$ cat config.mk
export PLATFORM = sky130hd
export DESIGN_NAME = agc_sync_sched
export DESIGN_NICKNAME = d
export VERILOG_FILES = /design/src/rtl/agc_sync_sched.sv
export SDC_FILE = /design/constraint.sdc
export NUM_CORES = 1
export LEC_CHECK = 0
export CAP_MARGIN = 40
export CELL_PAD_IN_SITES_DETAIL_PLACEMENT = 2
export CELL_PAD_IN_SITES_GLOBAL_PLACEMENT = 2
export CORE_MARGIN = 5
export CORE_UTILIZATION = 33
export CTS_CLUSTER_DIAMETER = 50
export DETAILED_ROUTE_END_ITERATION = 10
export PLACE_DENSITY = 0.86
export SYNTH_ARGS = -nofsm -noshare
export SYNTH_HDL_FRONTEND = slang
export SYNTH_SLANG_ARGS = --single-unit
$ cat constraint.sdc
create_clock -name clk -period 4 [get_ports clk]
set_input_delay 0.6 -clock clk [delete_from_list [all_inputs] [get_ports clk]]
set_output_delay 0.6 -clock clk [all_outputs]
set_load 0.05 [all_outputs]
$ cat src/rtl/agc_sync_sched.sv
module agc_sync_sched #(
  parameter int CNT_W = 12
) (
  input  logic             clk,
  input  logic             rst_n,
  input  logic             ctl_wr,
  input  logic [3:0]       ctl_data,
  input  logic [CNT_W-1:0] holdoff,
  input  logic             pin_sync,
  input  logic             soft_sync,
  output logic             sync_pulse,
  output logic             init_pulse,
  output logic             bypass
);

  localparam logic [CNT_W-1:0] ONE = CNT_W'(1);

  logic [3:0]       ctrl_q;
  logic             seen_q;
  logic [CNT_W-1:0] cnt_q;
  logic             sync_q, init_q;
  logic             ext, accept, fire;

  assign ext    = pin_sync | soft_sync;
  assign accept = ext && !(ctrl_q[1] && seen_q);
  assign fire   = (accept && holdoff == ONE) || (!accept && cnt_q == ONE) || ctrl_q[3];

  always_ff @(posedge clk) begin
    if (!rst_n) begin
      ctrl_q <= '0;
      seen_q <= 1'b0;
      cnt_q  <= '0;
      sync_q <= 1'b0;
      init_q <= 1'b0;
    end else begin
      if (ctl_wr)         ctrl_q    <= ctl_data;
      else if (ctrl_q[3]) ctrl_q[3] <= 1'b0;

      if (ctl_wr)      seen_q <= 1'b0;
      else if (accept) seen_q <= 1'b1;

      if (accept)          cnt_q <= (holdoff <= ONE) ? '0 : holdoff - ONE;
      else if (cnt_q != 0) cnt_q <= cnt_q - ONE;

      sync_q <= fire;
      init_q <= fire & ctrl_q[2];
    end
  end

  assign sync_pulse = sync_q;
  assign init_pulse = init_q;
  assign bypass     = ctrl_q[0];

  p_init_with_sync_r6: assert property (@(posedge clk) disable iff (!rst_n)
    init_pulse |-> sync_pulse);

  p_init_gated_r6: assert property (@(posedge clk) disable iff (!rst_n)
    (sync_pulse && !$past(ctrl_q[2])) |-> !init_pulse);

  p_zero_holdoff_r3: assert property (@(posedge clk) disable iff (!rst_n)
    (accept && holdoff == '0 && !ctrl_q[3]) |=> !sync_pulse);

  p_now_self_clear_r5: assert property (@(posedge clk) disable iff (!rst_n)
    (ctrl_q[3] && !ctl_wr) |=> (sync_pulse && !ctrl_q[3]));

  p_repeat_ignored_r7: assert property (@(posedge clk) disable iff (!rst_n)
    (ctrl_q[1] && seen_q && ext && cnt_q > ONE) |=> cnt_q == $past(cnt_q) - ONE);

  p_bypass_follows_r9: assert property (@(posedge clk) disable iff (!rst_n)
    ctl_wr |=> bypass == $past(ctl_data[0]));

endmodule

# After elaboration in Yosys (flattened, before gate mapping)
# Index checks and enable logic that the tools add are counted.
[word_totals] elab_cells=29 input_bits=21 out_inout_bits=3 reg_bits=19
[classes] addsub=2 muxes=3 bitwise_logic=3 order_cmp=1 n_eq_ne=2 n_reduce_logical=12
[op_table] cell="$mux 12" n=3
[op_table] cell="$eq 12x1->1 const B" n=2
[op_table] cell="$sub 12x1->12 const B" n=2
[op_table] cell="$le 12x1->1 const B" n=1
[op_table] cell="$reduce_bool 12->1" n=1
[op_table] cell="$logic_and 1x1->1" n=4
[op_table] cell="$logic_not 1->1" n=2
[op_table] cell="$logic_or 1x1->1" n=2
[op_table] cell="$reduce_and 2->1" n=1
[op_table] cell="$reduce_bool 2->1" n=1
[op_table] cell="$reduce_or 2->1" n=1
[op_table] cell="$and 1x1->1" n=1
[op_table] cell="$not 1->1" n=1
[op_table] cell="$or 1x1->1" n=1

# Logic depth before layout (Yosys ltp)
# Gate-level depths: netlist (run 1).
[depth] word_depth=8 mapped_depth=6 depth_no_buf=6

# Worst setup path before layout (run 1)
# OpenSTA, ideal clock, no wires.
[synth_path] kind="input to register" startpoint="input port holdoff[4]" endpoint="register cnt_q[10]" n_path_buf=1 path_slack_ns=2.104 path_stages=5 arrival_time_ns=1.759 required_ns=3.863 setup_time_ns=0.137 path_cell_list="nor3_1 -> nand3_1 -> buf_2 -> o211ai_1 -> o32ai_1"
[synth_via] elab_chain_cells=3 elab_cells_between_ends=4 cone_classes="add/sub (1); order compare (1); mux (2)"
[synth_lines] element="from (decl)" line="8" source="input logic [CNT_W-1:0] holdoff,"
[synth_lines] element="$sub 12x1->12 or $le 12x1->1 (tied branches)" line="42" source="if (accept) cnt_q <= (holdoff <= ONE) ? '0 : holdoff - ONE;"
[synth_lines] element="$mux 12 * (2 in a row)" line="42"
[synth_lines] element="to (signal assigned)" line="42"
[synth_lines] element="to (signal assigned)" line="43" source="else if (cnt_q != 0) cnt_q <= cnt_q - ONE;"
[synth_lines] element="to (decl)" line="20" source="logic [CNT_W-1:0] cnt_q;"
# Every way passes the cells marked *; elsewhere a longest branch is shown, timed or not.
# A chain may end at the register's enable or synchronous reset.

# Worst setup path after layout (run 1)
# Same ends and word-level chain as after synthesis.

==> reports/results.txt, run 1 <==
status: complete, no violations
Final Wtd Congestion: 0.8479
CP max FO: 11
clock latency on the worst-skew pair: 0.27 ns
sequential share of power: 43.8%
RSZ-0062 raised after global routing: no
Syn Area/Cell: 8.723 µm²
crit end category: flop
WL final: 4.250 mm
achievable frequency: 0.3632 GHz
first-pass GRT wire length: 7.286 mm
critical path arrival: 2.89 ns
Post-synth EDFFs: 0
fillers: 419
Max Slew Vio Count: 0
overall routing resource usage: 18.16%
area grow syn2layout: 26.28%
Tcrit/Tclk final: 68.84%
Vias: 1260
Clk pwr share: 28.3%
Hold Path Class: flop to flop
post-cts sizing count: 0
synth warn: 0
Worst-path clk slew: 0.08 ns
dpl hpwl: 3.321 mm
leakage dissipation: 0.5584 nW
Hold Buf Count CTS: 0
Relative slew margins: 37.44%
Max H-tree Level: 1
Comb pwr share: 28.0%
critical path class: primary input to flop
core area: 0.003661 mm²
Peak VDD IR: 0.0001133 V
row cnt: 22
NetSw: 0.1693 mW
DRC violations left: 0
asr flop ratio synth: 0%
Initial Util: 34.07%
Max Cap Viol: 0
clock skew: 0.006167 ns
initial antenna violation count: 0
gr ovfl total: 0
ANT cells: 0
Mapped Cells: 143
share of layout cells above drive strength 1: 5.988%
final hold vios: 0
R2R depth: 4
PwrDens: 321.2 mW/mm²
post-synthesis sequential area ratio: 30.49%
port bufs: 23
Netlist cell types: 42
Yosys reg bits: 19
crit start category: primary input
post-CTS setup buffer count: 0
post-route setup slack: 1.246 ns
hold path cells: 1
Netlist Area Pre-Place: 0.001247 mm²
initial DRC count: 53
Die X: 71.48 µm
1st-pass router iterations: 4
commonest non-fill, non-tap cell in the layout: clkdlybuf4s50_1
die height: 71.48 µm
nets@finish: 194
worst slew pin tran: 0.9299 ns
clock sinks: 19
setup TNS: 0 ns
WL/cell: 19.77 µm
dpl ws: 1.038 ns
WP data required: 4.14 ns
io pins: 24
CTS tree: built
clock buffer depth: 2
minimum clock period: 2.754 ns
switching share of total power: 33.45%
internal power: 0.3368 mW
die area: 0.005109 mm²
CTS root buf: clkbuf_8
vias in the first global route: 1374
Post-synth top flop: dfxtp_1
multi-input logic area: 823.3 µm²
FF+latch area: 380.4 µm²
commonest cells after routing, fill and taps aside: clkdlybuf4s50_1 (23), dfxtp_1 (19), nor3_1 (8), xor2_1 (8), a21oi_1 (8)
Setup Viol. Count Final: 0
Detail Route Antenna Nets: 0
largest net degree at the start of global routing: 17
clock buffer count from CTS: 3
Mapped Nets: 169
vias per cell: 5.860
==> cells by family after synthesis <==
| logic type | after synthesis | share of synthesized area, % |
|---|---|---|
| adder cells (fa/ha/maj) | 5 | 5.015 |
| multiplexers | 3 | 2.407 |
| buffers and inverters | 11 | 3.510 |
| AND/OR/NAND/NOR | 51 | 26.18 |
| XOR/XNOR | 10 | 7.022 |
| flip-flops | 19 | 30.49 |
| AO/OA/AOI/OAI | 44 | 25.38 |
==> state kept, by name, indices dropped and copies added (netlist names) <==
name,cells
cnt_q,12
ctrl_q,4
init_pulse,1
seen_q,1
sync_pulse,1
==> cell type report <==
class,count,share of cell area (%)
multi-input combinational,113,52.26
clock inverter,1,0.3177
sequential,19,24.15
inverter,6,1.430
tap,48,3.813
clock buffer,3,2.621
timing repair buffer,25,15.41
==> worst paths after layout <==
check	slack, ns	start	end
min reg2reg	0.46	ctrl_q[2]$_SDFFE_PN0P_	init_pulse$_SDFF_PN0_
max reg2reg	1.82	cnt_q[7]$_SDFFE_PN0P_	cnt_q[10]$_SDFFE_PN0P_
max	1.25	holdoff[4]	cnt_q[10]$_SDFFE_PN0P_
min	0.46	ctrl_q[2]$_SDFFE_PN0P_	init_pulse$_SDFF_PN0_
==> routing by layer <==
metal  track usage [%]  vias to the layer above  share of wire (%)  wire (µm)
met5                 0                        -                  0          0
met4             7.933                        0                2.1         88
met3             2.525                        7                2.9        122
met2             32.24                       24                 52       2208
met1             21.57                      627                 43       1831
li1                  -                      602                  -          -
==> power by group through the flow <==
stage | sequential [mW] | combinational (mW) | clock (mW)
6_report | 0.221 | 0.141 | 0.143
2_1_floorplan | 0.224 | 0.0833 | 0
5_1_grt | 0.224 | 0.156 | 0.152
3_5_place_dp | 0.226 | 0.138 | 0
4_1_cts | 0.222 | 0.141 | 0.145
3_3_place_gp | 0.224 | 0.129 | 0
==> cell usage after synthesis (all sizes together), types with 2 or more instances <==
cell	n	area, µm²
a21boi	3	22.52
a21o	2	15.01
a21oi	8	40.04
a31oi	2	12.51
buf	2	10.01
clkbuf	3	11.26
dfxtp	19	380.4
ha	5	62.56
inv	6	22.52
mux2i	3	30.03
nand2	4	17.52
nand3	7	35.03
nand4	2	12.51
nor2	3	11.26
nor2b	5	31.28
nor3	8	40.04
nor3b	6	45.04
nor4	6	52.55
o211ai	5	37.54
o21a	2	15.01
o21ai	7	35.03
o221ai	5	43.79
o31a	3	26.28
o32ai	3	33.79
or3	2	12.51
or4	2	15.01
xnor2	2	17.52
xor2	8	70.07
==> worst max-delay path: stages <==
cell	delay, ns
clkdlybuf4s50_1	0.51
nor3_1	0.65
nand3_1	0.50
o211ai_1	0.48
o32ai_1	0.15
==> stage by stage <==
stage                     instance area (µm²)  instances  hold slack, ns  utilization, %  power (mW)
after floorplan                          1247        143          0.4271               -      0.3070
after global placement                   1524        210          0.4377           41.63      0.3531
after detailed placement                 1524        210          0.4445           41.63      0.3638
after CTS                                1570        214          0.4580           42.89      0.5079
after global routing                     1575        215          0.4872           43.03      0.5333
final                                    1575        215          0.4611           43.03      0.5060
Power figures use the tool's default switching activity.
==> run 2: changes to the inputs <==
- CORE_UTILIZATION: 33 -> 27
- PLACE_DENSITY: 0.86 -> 0.76
- clock period: 4 -> 2.3 ns (I/O delays scaled with it)
==> run 2 against run 1 <==
Against the previous run:
- setup slack got worse by 0.82 ns
- clock skew rose by 0.0020 ns
- largest cell class unchanged
- routed wire length rose by 0.31%
- critical endpoint is now cnt_q[8]$_SDFFE_PN0P_
- critical path type is now flop to flop
==> reports/results.txt, run 2 (synthesized netlist as in run 1, its figures left out) <==
Max Slew Vio Count: 0
commonest non-fill, non-tap cell in the layout: clkdlybuf4s50_1
R2R Setup Slk: 0.43 ns
crit end category: flop
Clk pwr share: 27.2%
max FFs per register: 12
Final Wtd Congestion: 0.8475
dpl hpwl: 3.456 mm
largest net degree at the start of global routing: 17
critical path class: flop to flop
initial antenna violation count: 0
multi-input logic area: 823.3 µm²
CTS root buf: clkbuf_8
critical path arrival: 2.00 ns
commonest cells after routing, fill and taps aside: clkdlybuf4s50_1 (23), dfxtp_1 (19), nor3_1 (8), xor2_1 (8), a21oi_1 (8)
Die X: 77.97 µm
sequential share of power: 43.7%
WL final: 4.263 mm
dpl ws: 0.09685 ns
Detail Route Antenna Nets: 0
RSZ-0062 raised after global routing: no
FF+latch area: 380.4 µm²
post-CTS setup buffer count: 0
utilization after layout: 36.68%
row cnt: 24
first-pass GRT wire length: 7.162 mm
Peak VDD IR: 0.0002015 V
leakage dissipation: 0.5801 nW
DRC violations left: 0
clock sinks: 19
post-route setup slack: 0.4282 ns
io pins: 24
port bufs: 23
Comb pwr share: 29.0%
core area: 0.004414 mm²
initial DRC count: 66
Biggest register: cnt_q
Vias: 1257
area grow syn2layout: 29.79%
clock buffer depth: 2
clock skew: 0.008175 ns
status: complete, no violations
PwrDens: 546.0 mW/mm²
worst slew pin tran: 0.5165 ns
CTS tree: built
Max H-tree Level: 1
1st-pass router iterations: 4
internal power: 0.5965 mW
Relative slew margins: 65.46%
ANT cells: 0
Hold Buf Count CTS: 0
Tcrit/Tclk final: 81.38%
Setup Viol. Count Final: 0
achievable frequency: 0.5342 GHz
final hold vios: 0
post-cts sizing count: 0
setup TNS: 0 ns
WP data required: 2.43 ns
die height: 77.97 µm
switching share of total power: 32.53%
gr ovfl total: 0
crit start category: flop
vias per cell: 5.612
minimum clock period: 1.872 ns
NetSw: 0.2875 mW
clock latency on the worst-skew pair: 0.26 ns
fillers: 492
overall routing resource usage: 14.51%
biggest regs: cnt_q: 12 flops, ctrl_q: 4 flops
CP max FO: 6
clock buffer count from CTS: 3
vias in the first global route: 1429
nets@finish: 199
Initial Util: 28.26%
share of layout cells above drive strength 1: 8.140%
Max Cap Viol: 0
die area: 0.006079 mm²
Worst-path clk slew: 0.08 ns
Hold Path Class: flop to flop
WL/cell: 19.03 µm
## run 2: cell count changes in the layout (fill, tap and decap cells not counted), sizes merged
| cell | delta |
|---|---|
| clkinv | -1 |
| buf | +6 |
## run 2: worst max-delay path, stage by stage (launching register included)
cell     delay [ns]
dfxtp_1        0.38
or4_1          0.69
o31a_1         0.33
o21ai_0        0.23
a21oi_1        0.11
## run 2: metrics by stage
step | cell area, µm² | hold WS [ns] | power [mW] | cells
floorplan | 1247 | 0.4271 | 0.5340 | 143
global placement | 1574 | 0.4335 | 0.6271 | 220
detailed placement | 1574 | 0.4434 | 0.6489 | 220
CTS | 1619 | 0.4548 | 0.8915 | 224
global route | 1619 | 0.4767 | 0.9286 | 224
finish | 1619 | 0.4531 | 0.8840 | 224
## run 2: power groups by stage
stage	combinational [mW]	clock, mW	sequential (mW)
finish	0.257	0.241	0.387
global route	0.282	0.257	0.390
CTS	0.260	0.246	0.386
detailed placement	0.255	0	0.394
global placement	0.239	0	0.389
floorplan	0.145	0	0.389
## run 2: path summary, 6_finish.rpt
check | start | to | cells after the start
worst max-delay path | cnt_q[2]$_SDFFE_PN0P_ | cnt_q[8]$_SDFFE_PN0P_ | 4
worst min-delay path | ctrl_q[2]$_SDFFE_PN0P_ | init_pulse$_SDFF_PN0_ | 1
worst max register to register | cnt_q[2]$_SDFFE_PN0P_ | cnt_q[8]$_SDFFE_PN0P_ | 4
worst min register to register | ctrl_q[2]$_SDFFE_PN0P_ | init_pulse$_SDFF_PN0_ | 1
## run 2: layer usage
metal | part of all wire (%) | global-route usage, % | vias to the layer above
met5 | 0 | 0 | -
met4 | 1.6 | 5.912 | 0
met3 | 1.6 | 1.273 | 4
li1 | - | - | 610
met1 | 43 | 16.64 | 626
met2 | 53 | 27.21 | 17
## run 2: layout make-up
cell class,count,area share (%)
Clock buffer,4,2.782
Inverter,6,1.391
Multi-Input combinational cell,113,50.85
Sequential cell,19,23.49
Tap cell,52,4.019
Timing Repair Buffer,30,17.47
==> run 3: changes to the inputs <==
- clock period: 2.3 -> 1.55 ns (I/O delays scaled with it)
==> run 3 against run 2 <==
Against the previous run:
- the run now ends with setup timing left
- worst hold slack better by 0.012 ns
- core utilization rose by 13 points
- maximum frequency rose by 16%
- critical path depth grew 2
- global-route usage up 3.9 points
- sequential power is 47% higher
- clock power up 47%
- power up 77%
- flip-flop and latch count is the same
- cell count grew 23%
- sequential share of layout area shrank 6.0 points
- combinational power rose to 2.5 times the previous value
- largest power group is now combinational cells
==> reports/results.txt, run 3 (synthesized netlist as in run 1, its figures left out) <==
status: finished, violations left
failing checks: setup timing
port bufs: 23
post-route setup slack: -0.06661 ns
DRC violations left: 0
largest net degree at the start of global routing: 12
Max stage delay on crit path: 0.36 ns
overall routing resource usage: 18.45%
WP data required: 1.68 ns
clock sinks: 19
Slowest cell on crit path: nor4_2
Final Hold Slack: 0.4651 ns
Final Wtd Congestion: 0.7892
minimum clock period: 1.617 ns
max FFs per register: 12
CP max FO: 5
Relative slew margins: 75.52%
crit path cell chain: nor4_2 > buf_4 > nand4_1 > buf_4 > o21ai_0 > a31oi_1
PwrDens: 709.9 mW/mm²
Worst-path clk slew: 0.08 ns
Die X: 77.97 µm
1st-pass router iterations: 4
nets@finish: 251
Vias: 1502
worst slew pin tran: 0.3661 ns
initial antenna violation count: 0
dpl hpwl: 4.286 mm
commonest non-fill, non-tap cell in the layout: buf_4
Biggest register: cnt_q
core area: 0.004414 mm²
Hold Buf Count CTS: 0
placed cells: 265
CTS tree: built
Peak VDD IR: 0.0002629 V
Initial Util: 28.26%
crit start category: flop
clock latency on the worst-skew pair: 0.26 ns
vias per cell: 5.442
io pins: 24
RSZ-0062 raised after global routing: yes
Tcrit/Tclk final: 104.3%
row cnt: 24
fillers: 466
WL/cell: 20.84 µm
commonest cells after routing, fill and taps aside: buf_4 (59), clkdlybuf4s50_1 (18), dfxtp_1 (14)
critical path class: flop to flop
gr ovfl total: 0
first-pass GRT wire length: 9.032 mm
achievable frequency: 0.6186 GHz
leakage dissipation: 0.8895 nW
clock buffer depth: 2
clock skew: 0.006842 ns
biggest regs: cnt_q: 12 flops, ctrl_q: 4 flops
WL final: 5.752 mm
CP most frequent cell: buf_4
Layout Cells excl Fill: 276
final hold vios: 0
die area: 0.006079 mm²
die height: 77.97 µm
CTS root buf: clkbuf_8
area grow syn2layout: 77.03%
clock buffer count from CTS: 3
dpl ws: -0.4469 ns
critical path arrival: 1.75 ns
crit end category: flop
ANT cells: 0
Detail Route Antenna Nets: 0
Max Cap Viol: 0
vias in the first global route: 1752
R2R Setup Slk: -0.07 ns
initial DRC count: 23
Setup Viol. Count Final: 10
top cell family by delay on the critical path: simple AND/OR/NAND/NOR gates
share of layout cells above drive strength 1: 45.09%
Hold Path Class: flop to flop
Max Slew Vio Count: 0
Max H-tree Level: 1
Buffers & Inverters on Critical Path: 2
-- run 3: cell count changes in the layout (fill, tap and decap cells not counted), sizes merged --
cell,change
buf,+55
clkbuf,-1
clkdlybuf4s50,-5
clkinv,+1
dlygate4sd2,+2
-- run 3: power breakdown --
group | switching [mW] | leakage [nW] | total [mW] | internal (mW)
Sequential | 0.0403 | 0.159 | 0.568 | 0.528
Combinational | 0.306 | 0.705 | 0.646 | 0.339
Clock | 0.175 | 0.0255 | 0.354 | 0.179
Total | 0.522 | 0.889 | 1.57 | 1.05
-- run 3: worst reg2reg max path, stage by stage (launching register included) --
cell     delay, ns
dfxtp_1       0.34
nor4_2        0.36
buf_4         0.20
nand4_1       0.16
buf_4         0.19
o21ai_0       0.18
a31oi_1       0.07
-- run 3: worst paths after layout --
kind | startpoint | end | cells past startpoint
setup reg to reg | cnt_q[6]$_SDFFE_PN0P_ | cnt_q[0]$_SDFFE_PN0P_ | 6
setup / recovery | cnt_q[6]$_SDFFE_PN0P_ | cnt_q[0]$_SDFFE_PN0P_ | 6
hold / removal | ctrl_q[2]$_SDFFE_PN0P_ | init_pulse$_SDFF_PN0_ | 1
hold reg to reg | ctrl_q[2]$_SDFFE_PN0P_ | init_pulse$_SDFF_PN0_ | 1
-- run 3: layout make-up --
| type | count | area, µm² | area share, % |
|---|---|---|---|
| tap | 52 | 65.06 | 2.946 |
| sequential | 19 | 386.6 | 17.51 |
| clock buffer | 3 | 41.29 | 1.870 |
| multi-input combinational | 113 | 1005 | 45.50 |
| inverter | 6 | 22.52 | 1.020 |
| clock inverter | 1 | 5.005 | 0.2266 |
| timing repair buffer | 82 | 683.2 | 30.93 |
-- run 3: what timing repair did --
action / in CTS / in global routing
setup endpoints to repair: 12 / 14
setup buffers: 2 / 5
gates resized for setup: 25 / 20
pin swaps: 4 / 11
-- run 3: per-layer routing --
layer / global-route usage [%] / up-vias / share of wire [%]
li1: - / 713 / -
met1: 20.95 / 741 / 39
met2: 35.39 / 32 / 56
met3: 1.389 / 16 / 1.5
met4: 6.757 / 0 / 3.5
met5: 0 / - / 0
-- run 3: metrics by stage --
stage | utilization (%) | TNS, ns | area (µm²) | total power [mW]
final | 50.03 | -0.3272 | 2208 | 1.568
after global routing | 50.03 | -1.092 | 2208 | 1.642
after CTS | 46.83 | -0.1403 | 2067 | 1.497
after detailed placement | 43.57 | -4.218 | 1923 | 1.093
after global placement | 43.57 | -3.100 | 1923 | 1.051
after floorplan | - | -0.01006 | 1260 | 0.8031
